File: src/rtl/bso_pkg.sv
// Package: shared types for the burst serial output formatter.
// Assumes: the configuration is sampled once per slot and held for the whole slot.
package bso_pkg;

    // Configuration latched at each slot boundary
    typedef struct packed {
        logic narrow;      // 1: short slot
        logic short_word;  // 1: reduced word length
    } bso_cfg_t;

endpackage

File: src/rtl/bso_slot_timer.sv
// Module: bso_slot_timer
// Counts clock positions within a word slot. Produces the registered word
// clock, the burst enable, and the strobes for slot start and sample capture.
// Assumes: SLOT_NARROW and SLOT_WIDE are even, and each word length is at
// most the smaller slot length.
module bso_slot_timer
    import bso_pkg::*;
#(
    parameter int SLOT_NARROW = 24,
    parameter int SLOT_WIDE   = 32,
    parameter int WORD_LONG   = 20,
    parameter int WORD_SHORT  = 18
) (
    input  logic clk,
    input  logic rst_n,
    input  logic narrow_sel,
    input  logic short_sel,
    output logic wck_q,
    output logic burst_q,
    output logic slot_start,
    output logic capture
);

    localparam int SLOT_MAX = (SLOT_WIDE > SLOT_NARROW) ? SLOT_WIDE : SLOT_NARROW;
    localparam int PW       = $clog2(SLOT_MAX);

    bso_cfg_t        cfg_q;
    logic [PW-1:0]   pos_q;
    logic [PW-1:0]   pos_nxt;
    logic [PW-1:0]   last_pos;
    logic [PW-1:0]   half_pos;
    logic [PW-1:0]   word_len;

    // Decode slot end, slot midpoint and word length from the latched configuration
    always_comb begin
        last_pos   = cfg_q.narrow ? PW'(SLOT_NARROW - 1) : PW'(SLOT_WIDE - 1);
        half_pos   = cfg_q.narrow ? PW'(SLOT_NARROW / 2) : PW'(SLOT_WIDE / 2);
        word_len   = cfg_q.short_word ? PW'(WORD_SHORT) : PW'(WORD_LONG);
        slot_start = (pos_q >= last_pos);
        pos_nxt    = slot_start ? '0 : pos_q + 1'b1;
        capture    = !slot_start && (pos_nxt == half_pos);
    end

    // Advance the position, latch the configuration at slot start, register the clocks
    always_ff @(posedge clk) begin
        if (!rst_n) begin
            pos_q   <= '1;
            cfg_q   <= '0;
            wck_q   <= 1'b0;
            burst_q <= 1'b0;
        end else begin
            pos_q   <= pos_nxt;
            wck_q   <= (pos_nxt < half_pos);
            burst_q <= (pos_nxt < word_len);
            if (slot_start) begin
                cfg_q <= '{narrow: narrow_sel, short_word: short_sel};
            end
        end
    end

    AST_RST_QUIET: assert property (@(posedge clk) !rst_n |=> (!wck_q && !burst_q));

    AST_WCK_FALL_MID: assert property (@(posedge clk) disable iff (!rst_n)
        ($fell(wck_q) && $past(rst_n)) |-> (pos_q == half_pos));

    AST_BURST_AT_START: assert property (@(posedge clk) disable iff (!rst_n)
        $rose(burst_q) |-> (wck_q && pos_q == '0));

endmodule

File: src/rtl/bso_lane.sv
// Module: bso_lane
// One channel: a hold register captured at the word clock fall, and a
// shift register loaded at slot start that shifts out MSB first.
// Assumes: shift_en is high exactly for the bits being sent.
module bso_lane #(
    parameter int SAMPLE_W = 20
) (
    input  logic                clk,
    input  logic                rst_n,
    input  logic [SAMPLE_W-1:0] samp,
    input  logic                capture,
    input  logic                slot_start,
    input  logic                shift_en,
    output logic                msb
);

    logic [SAMPLE_W-1:0] hold_q;
    logic [SAMPLE_W-1:0] sh_q;

    // Capture the sample at the midpoint, then load or shift the output word
    always_ff @(posedge clk) begin
        if (!rst_n) begin
            hold_q <= '0;
            sh_q   <= '0;
        end else begin
            if (capture) begin
                hold_q <= samp;
            end
            if (slot_start) begin
                sh_q <= hold_q;
            end else if (shift_en) begin
                sh_q <= {sh_q[SAMPLE_W-2:0], 1'b0};
            end
        end
    end

    assign msb = sh_q[SAMPLE_W-1];

    AST_LOAD_FROM_HOLD: assert property (@(posedge clk) disable iff (!rst_n)
        slot_start |=> (sh_q == $past(hold_q)));

endmodule

File: src/rtl/burst_serial_out.sv
// Module: burst_serial_out (top)
// Burst-mode stereo serial output formatter. The slot timer drives both
// channel lanes, and the bit clock is the burst enable gated with the
// inverted system clock.
// Assumes: clk is the internal system clock, one bit period per cycle.
module burst_serial_out #(
    parameter int SAMPLE_W    = 20,
    parameter int SHORT_W     = 18,
    parameter int SLOT_NARROW = 24,
    parameter int SLOT_WIDE   = 32
) (
    input  logic                clk,
    input  logic                rst_n,
    input  logic                narrow_sel,
    input  logic                short_sel,
    input  logic [SAMPLE_W-1:0] samp_l,
    input  logic [SAMPLE_W-1:0] samp_r,
    output logic                bck,
    output logic                wck,
    output logic                dout_l,
    output logic                dout_r
);

    localparam int NCH = 2;

    logic                          wck_q;
    logic                          burst_q;
    logic                          slot_start;
    logic                          capture;
    logic [NCH-1:0][SAMPLE_W-1:0]  samp_a;
    logic [NCH-1:0]                msb_a;

    bso_slot_timer #(
        .SLOT_NARROW (SLOT_NARROW),
        .SLOT_WIDE   (SLOT_WIDE),
        .WORD_LONG   (SAMPLE_W),
        .WORD_SHORT  (SHORT_W)
    ) u_timer (
        .clk        (clk),
        .rst_n      (rst_n),
        .narrow_sel (narrow_sel),
        .short_sel  (short_sel),
        .wck_q      (wck_q),
        .burst_q    (burst_q),
        .slot_start (slot_start),
        .capture    (capture)
    );

    // Channel 0 is left, channel 1 is right
    assign samp_a = {samp_r, samp_l};

    for (genvar ch = 0; ch < NCH; ch++) begin : g_lane
        bso_lane #(
            .SAMPLE_W (SAMPLE_W)
        ) u_lane (
            .clk        (clk),
            .rst_n      (rst_n),
            .samp       (samp_a[ch]),
            .capture    (capture),
            .slot_start (slot_start),
            .shift_en   (burst_q),
            .msb        (msb_a[ch])
        );
    end

    // Gate the output pins: pulses and data appear only during the burst
    always_comb begin
        bck    = burst_q & ~clk;
        wck    = wck_q;
        dout_l = msb_a[0] & burst_q;
        dout_r = msb_a[1] & burst_q;
    end

    AST_DOUT_RST_LOW: assert property (@(posedge clk) !rst_n |=> (!dout_l && !dout_r));

endmodule

File: config.mk
export PLATFORM = sky130hd
export DESIGN_NAME = burst_serial_out
export DESIGN_NICKNAME = d
export VERILOG_FILES = /design/src/rtl/bso_pkg.sv /design/src/rtl/bso_slot_timer.sv /design/src/rtl/bso_lane.sv /design/src/rtl/burst_serial_out.sv
export SDC_FILE = /design/constraint.sdc
export NUM_CORES = 1
export LEC_CHECK = 0
export ABC_AREA = 0
export BUFFER_PORTS_ARGS = -buffer_cell sky130_fd_sc_hd__buf_2
export CAP_MARGIN = 20
export CORE_MARGIN = 4
export CORE_UTILIZATION = 52
export DETAILED_ROUTE_END_ITERATION = 10
export HOLD_SLACK_MARGIN = 0.1
export PLACE_DENSITY = 0.75
export SLEW_MARGIN = 20
export SYNTH_ARGS = -nofsm -noshare
export SYNTH_HDL_FRONTEND = slang
export SYNTH_SLANG_ARGS = --single-unit
File: constraint.sdc
create_clock -name clk -period 2.8 [get_ports clk]
set_clock_uncertainty 0.1 [all_clocks]
set_input_delay 0.28 -clock clk [delete_from_list [all_inputs] [get_ports clk]]
set_output_delay 0.28 -clock clk [all_outputs]
set_load 0.1 [all_outputs]
======== Yosys cells after proc, flatten, opt, wreduce, memory -nomap -nowiden ========
Cells that the tools add are included.
cells by class
  magnitude comparators ................... 3
  mux-type cells .......................... 8
  reduce and logical (&&, ||, !) cells .... 3
  bitwise gates (word level) .............. 4
  eq/ne operators ......................... 1
  add/sub/neg operators ................... 1
operators by type and width
  kind                                                            number
  20-bit 2-to-1 mux                                               4
  5-bit less-than comparator                                      2
  5-bit 2-to-1 mux                                                2
  5-bit by 1-bit adder with 5-bit output (second input constant)  1
  5-bit equality test                                             1
  5-bit >= comparator                                             1
  4-bit 2-to-1 mux                                                1
  1-bit bitwise AND                                               3
  3-bit 2-to-1 mux                                                1
  2-bit nonzero test                                              1
  1-bit logical AND                                               1
  1-bit logical NOT                                               1
  1-bit NOT                                                       1
storage, ports and cells
  bits of input ports ..................... 44
  logic and storage cells ................. 29
  bits in registers ....................... 89
  output and inout bits ................... 4

======== Depth between registers and ports, before layout ========
  word-level depth ........................ 5
  gate-level depth with buffers ........... 11
  gate-level depth less buffers ........... 10

======== Hierarchy ========
A second synthesis with hierarchy kept.
unflattened totals
  cells, all modules ...................... 359
  area total of the unflattened synthesis .. 4,013.8 sq um
modules (own cells, without submodules)
  module            times used  area an instance (sq um)  sequential area each (sq um)  cells each
  bso_lane          2           1,741.7                   800.8                         152
  bso_slot_timer    1           504.2                     180.2                         52
  burst_serial_out  1           26.3                      0.0                           3

==> impl_metrics.ini <==
[power_and_ir_drop]
pwr-share-clk_pct = 19.4
power.switching_w = 0.00195
power_leakage_nw = 2.42
seqPwrFrac_pct = 36.8
power_frac_comb_pct = 43.8
p_per_area_nw_per_um2 = 1030
ir_drop_mv = 0.687
fin_total_pwr_w = 0.00507
switching_share_pct = 38.5
power.internal_w = 0.00312

[global_routing]
grt_max_degree = 83
grt_pass1_vias = 2982
grt_usage_pct = 18.0
grt_remaining_overflow = 0
antenna_found_initial = 0
grt_pass1_wl_um = 12600

[timing]
max_clock_freq_mhz = 367
relSlewSlack_pct = 47.8
fin_crit_sh_pct = 97.3
whs_ns = 0.204
finalSetupViolCount = 0
final_period_minus_worst_setup_slack_ns = 2.72
finalHoldViolCount = 0
tightest_slew_ns = 0.783
finalMaxSlewViolations = 0

[worst_setup_path]
critPathMaxFanout = 16
rr_worst_depth = 10
cp-start-kind = flop
critical_path.top_delay_family = simple AND/OR/NAND/NOR gates
max_stage_delay_ns = 0.36
r2r-start = u_timer.pos_q[0]$_SDFF_PN1_
crit_path_end_kind = flop
worst_ep_required_time_ns = 3.08
crit_chain = ha_2 > a211o_1 > and3_1 > or2_1 > ha_1 > nand4_1 > nor3_4 > buf_12 > buf_12 > mux2i_2
timing.critical_path.slowest_stage_cell = dfxtp_2
path_buf_inv = 2
worstSetupPathType = reg -> reg
cp_common_cell = buf_12
cp.arrival_ns = 3.00
regToRegEndpoint = g_lane[0].u_lane.hold_q[5]$_SDFFE_PN0P_
r2r_slack_ns = 0.08

[synthesis]
syn_inst = 410
synth_top_area_share_pct = 45.5
syn-num-nets = 460
yosysSeqAreaShare_pct = 45.5
synth_common_cells = nand2_1, dfxtp_1, mux2i_1
synth_flop_cell = dfxtp_1
synth.most_common_cell = nand2_1
synth.avg_cell_area_um2 = 9.55
yosysWarnings = 0
yosys_register_bits = 89
synth_enable_flop_cells = 0
synth_area_um2 = 3910
synth_area_leaders = dfxtp_1, mux2i_1, nand2_1
synth_largest_area_cell = dfxtp_1
ys_types = 32
async_reset_ff_share_pct = 0

[die]
die_w_um = 94.8
ios = 48
dieArea_um2 = 8980
initial_utilization_pct = 53.7
die_y_um = 94.8
row_count = 31
coreArea_um2 = 7290

[run_status]
status = finished, final reports clean

[placement]
gp_congestion = 0.792
port_buffers = 47
dp.cells = 530
dp_hpwl_um = 4420

[clock_network]
cts_tree = done
clkTransAtPathRegs_ns = 0.08
insertion_delay_ns = 0.46

[detailed_routing]
routed_wl_um = 7540
drc_errors = 0
ant_nets = 0
via_count = 2989
drt_iter0_drc = 125
dr.pass1.iters = 6
wl_per_cell_um = 12.7
avgViaCountPerCell = 5.04

[flow_run]
maxCapViolCount = 0

[finish]
layout.nets = 539
syn2layout_area_growth_pct = 25.5
drive_gt1_share_pct = 17.0
final_cell_count_no_fill = 593
diodes = 0

[worst_hold_path]
hold_path_depth = 2
hold_class = in -> reg
hold_start = rst_n
whs_endpoint = u_timer.pos_q[1]$_SDFF_PN1_
==> timing repair <==
item                       4_1_cts  5_1_grt
setup endpoints to repair        0       31
setup buffers                    0        1
hold buffers                    42        0
gates resized for setup          0        4
hold endpoints to repair        42        0
==> worst reg2reg max path: stages (launching register included) <==
cell and delay (ns):
dfxtp_2 0.36, ha_2 0.22, a211o_1 0.30, and3_1 0.20, or2_1 0.27, ha_1 0.29
nand4_1 0.15, nor3_4 0.23, buf_12 0.14, buf_12 0.17, mux2i_2 0.23
==> logic make-up (layout without fill, tap and decap cells) <==
group | Yosys count | after routing | share of synthesized area (%)
AO/OA/AOI/OAI | 50 | 50 | 12.0
XOR/XNOR | 2 | 2 | 0.448
adder cells (fa/ha/maj) | 6 | 6 | 1.92
buffers and inverters | 35 | 119 | 4.28
flip-flops | 89 | 89 | 45.5
multiplexers | 78 | 78 | 19.9
AND/OR/NAND/NOR | 150 | 150 | 15.9
==> state kept, by name, summed over array words and instances, names as in the netlist <==
| name | cells |
|---|---|
| g_lane.u_lane.hold_q | 40 |
| g_lane.u_lane.sh_q | 40 |
| u_timer.pos_q | 5 |
| u_timer.cfg_q | 2 |
| u_timer.burst_q | 1 |
| u_timer.wck_q | 1 |
==> cell usage in the layout, fill, tap and decap left out, types with 2 or more instances in the layout <==
master,netlist,routed
nand3b_1,3,3
nand2b_1,2,2
mux2i_1,78,77
dfxtp_1,89,86
xnor2_1,2,2
buf_12,0,4
buf_4,0,5
clkbuf_8,0,13
and2_1,3,3
buf_2,5,46
dlygate4sd3_1,0,42
clkinv_4,0,3
a21boi_1,2,2
nand3_1,3,2
nand2_1,130,130
ha_1,6,5
o21ai_0,2,2
clkinv_2,0,2
o211a_1,38,38
inv_1,2,2
a21boi_0,2,2
dfxtp_2,0,3
==> per-layer routing <==
layer / vias up / share of wire, % / GRT usage (%)
met5: - / 0 / 0
met4: 0 / 1.6 / 7.57
met3: 7 / 3.3 / 6.93
met2: 43 / 49 / 31.2
met1: 1383 / 46 / 19.6
li1: 1556 / - / -
==> cell type report <==
type / instances / area (µm²)
clock inverter: 6 / 43.8
tap: 99 / 124
inverter: 2 / 7.51
sequential: 89 / 1790
fill: 615 / 2380
timing repair buffer: 97 / 788
multi-input combinational: 286 / 1980
clock buffer: 14 / 184
==> metrics by stage <==
stage	utilization [%]	setup TNS (ns)	worst slack [ns]	cell area, µm²
5_1_grt	67.3	-0.0206	-0.0142	4910
4_1_cts	66.6	0	0.0769	4860
3_5_place_dp	57.8	0	0.0907	4210
6_report	67.3	0	0.0760	4910
3_3_place_gp	57.8	0	0.217	4210
2_1_floorplan	-	0	0.211	3920
==> power groups by stage <==
stage,combinational [W],clock [W],sequential (W)
4_1_cts,0.00216,0.00101,0.00186
5_1_grt,0.00249,0.00107,0.00191
3_3_place_gp,0.00204,0.0000849,0.00188
2_1_floorplan,0.00178,0.0000775,0.00182
6_report,0.00222,0.000984,0.00186
3_5_place_dp,0.00211,0.0000849,0.00190
==> worst max-delay path by stage <==
| stage | slack [ns] | cells after the start | endpoint | startpoint |
|---|---|---|---|---|
| floorplan | 0.21 | 10 | g_lane[0].u_lane.hold_q[0]$_SDFFE_PN0P_ | u_timer.pos_q[0]$_SDFF_PN1_ |
| global placement | 0.22 | 9 | g_lane[1].u_lane.hold_q[4]$_SDFFE_PN0P_ | u_timer.pos_q[0]$_SDFF_PN1_ |
| detailed placement | 0.09 | 9 | g_lane[1].u_lane.hold_q[4]$_SDFFE_PN0P_ | u_timer.pos_q[0]$_SDFF_PN1_ |
| CTS | 0.08 | 9 | g_lane[0].u_lane.hold_q[0]$_SDFFE_PN0P_ | u_timer.pos_q[0]$_SDFF_PN1_ |
| global route | -0.01 | 10 | g_lane[0].u_lane.hold_q[5]$_SDFFE_PN0P_ | u_timer.pos_q[3]$_SDFF_PN1_ |
| finish | 0.08 | 10 | g_lane[0].u_lane.hold_q[5]$_SDFFE_PN0P_ | u_timer.pos_q[0]$_SDFF_PN1_ |
Note: power is estimated with default switching activity, not from simulation.
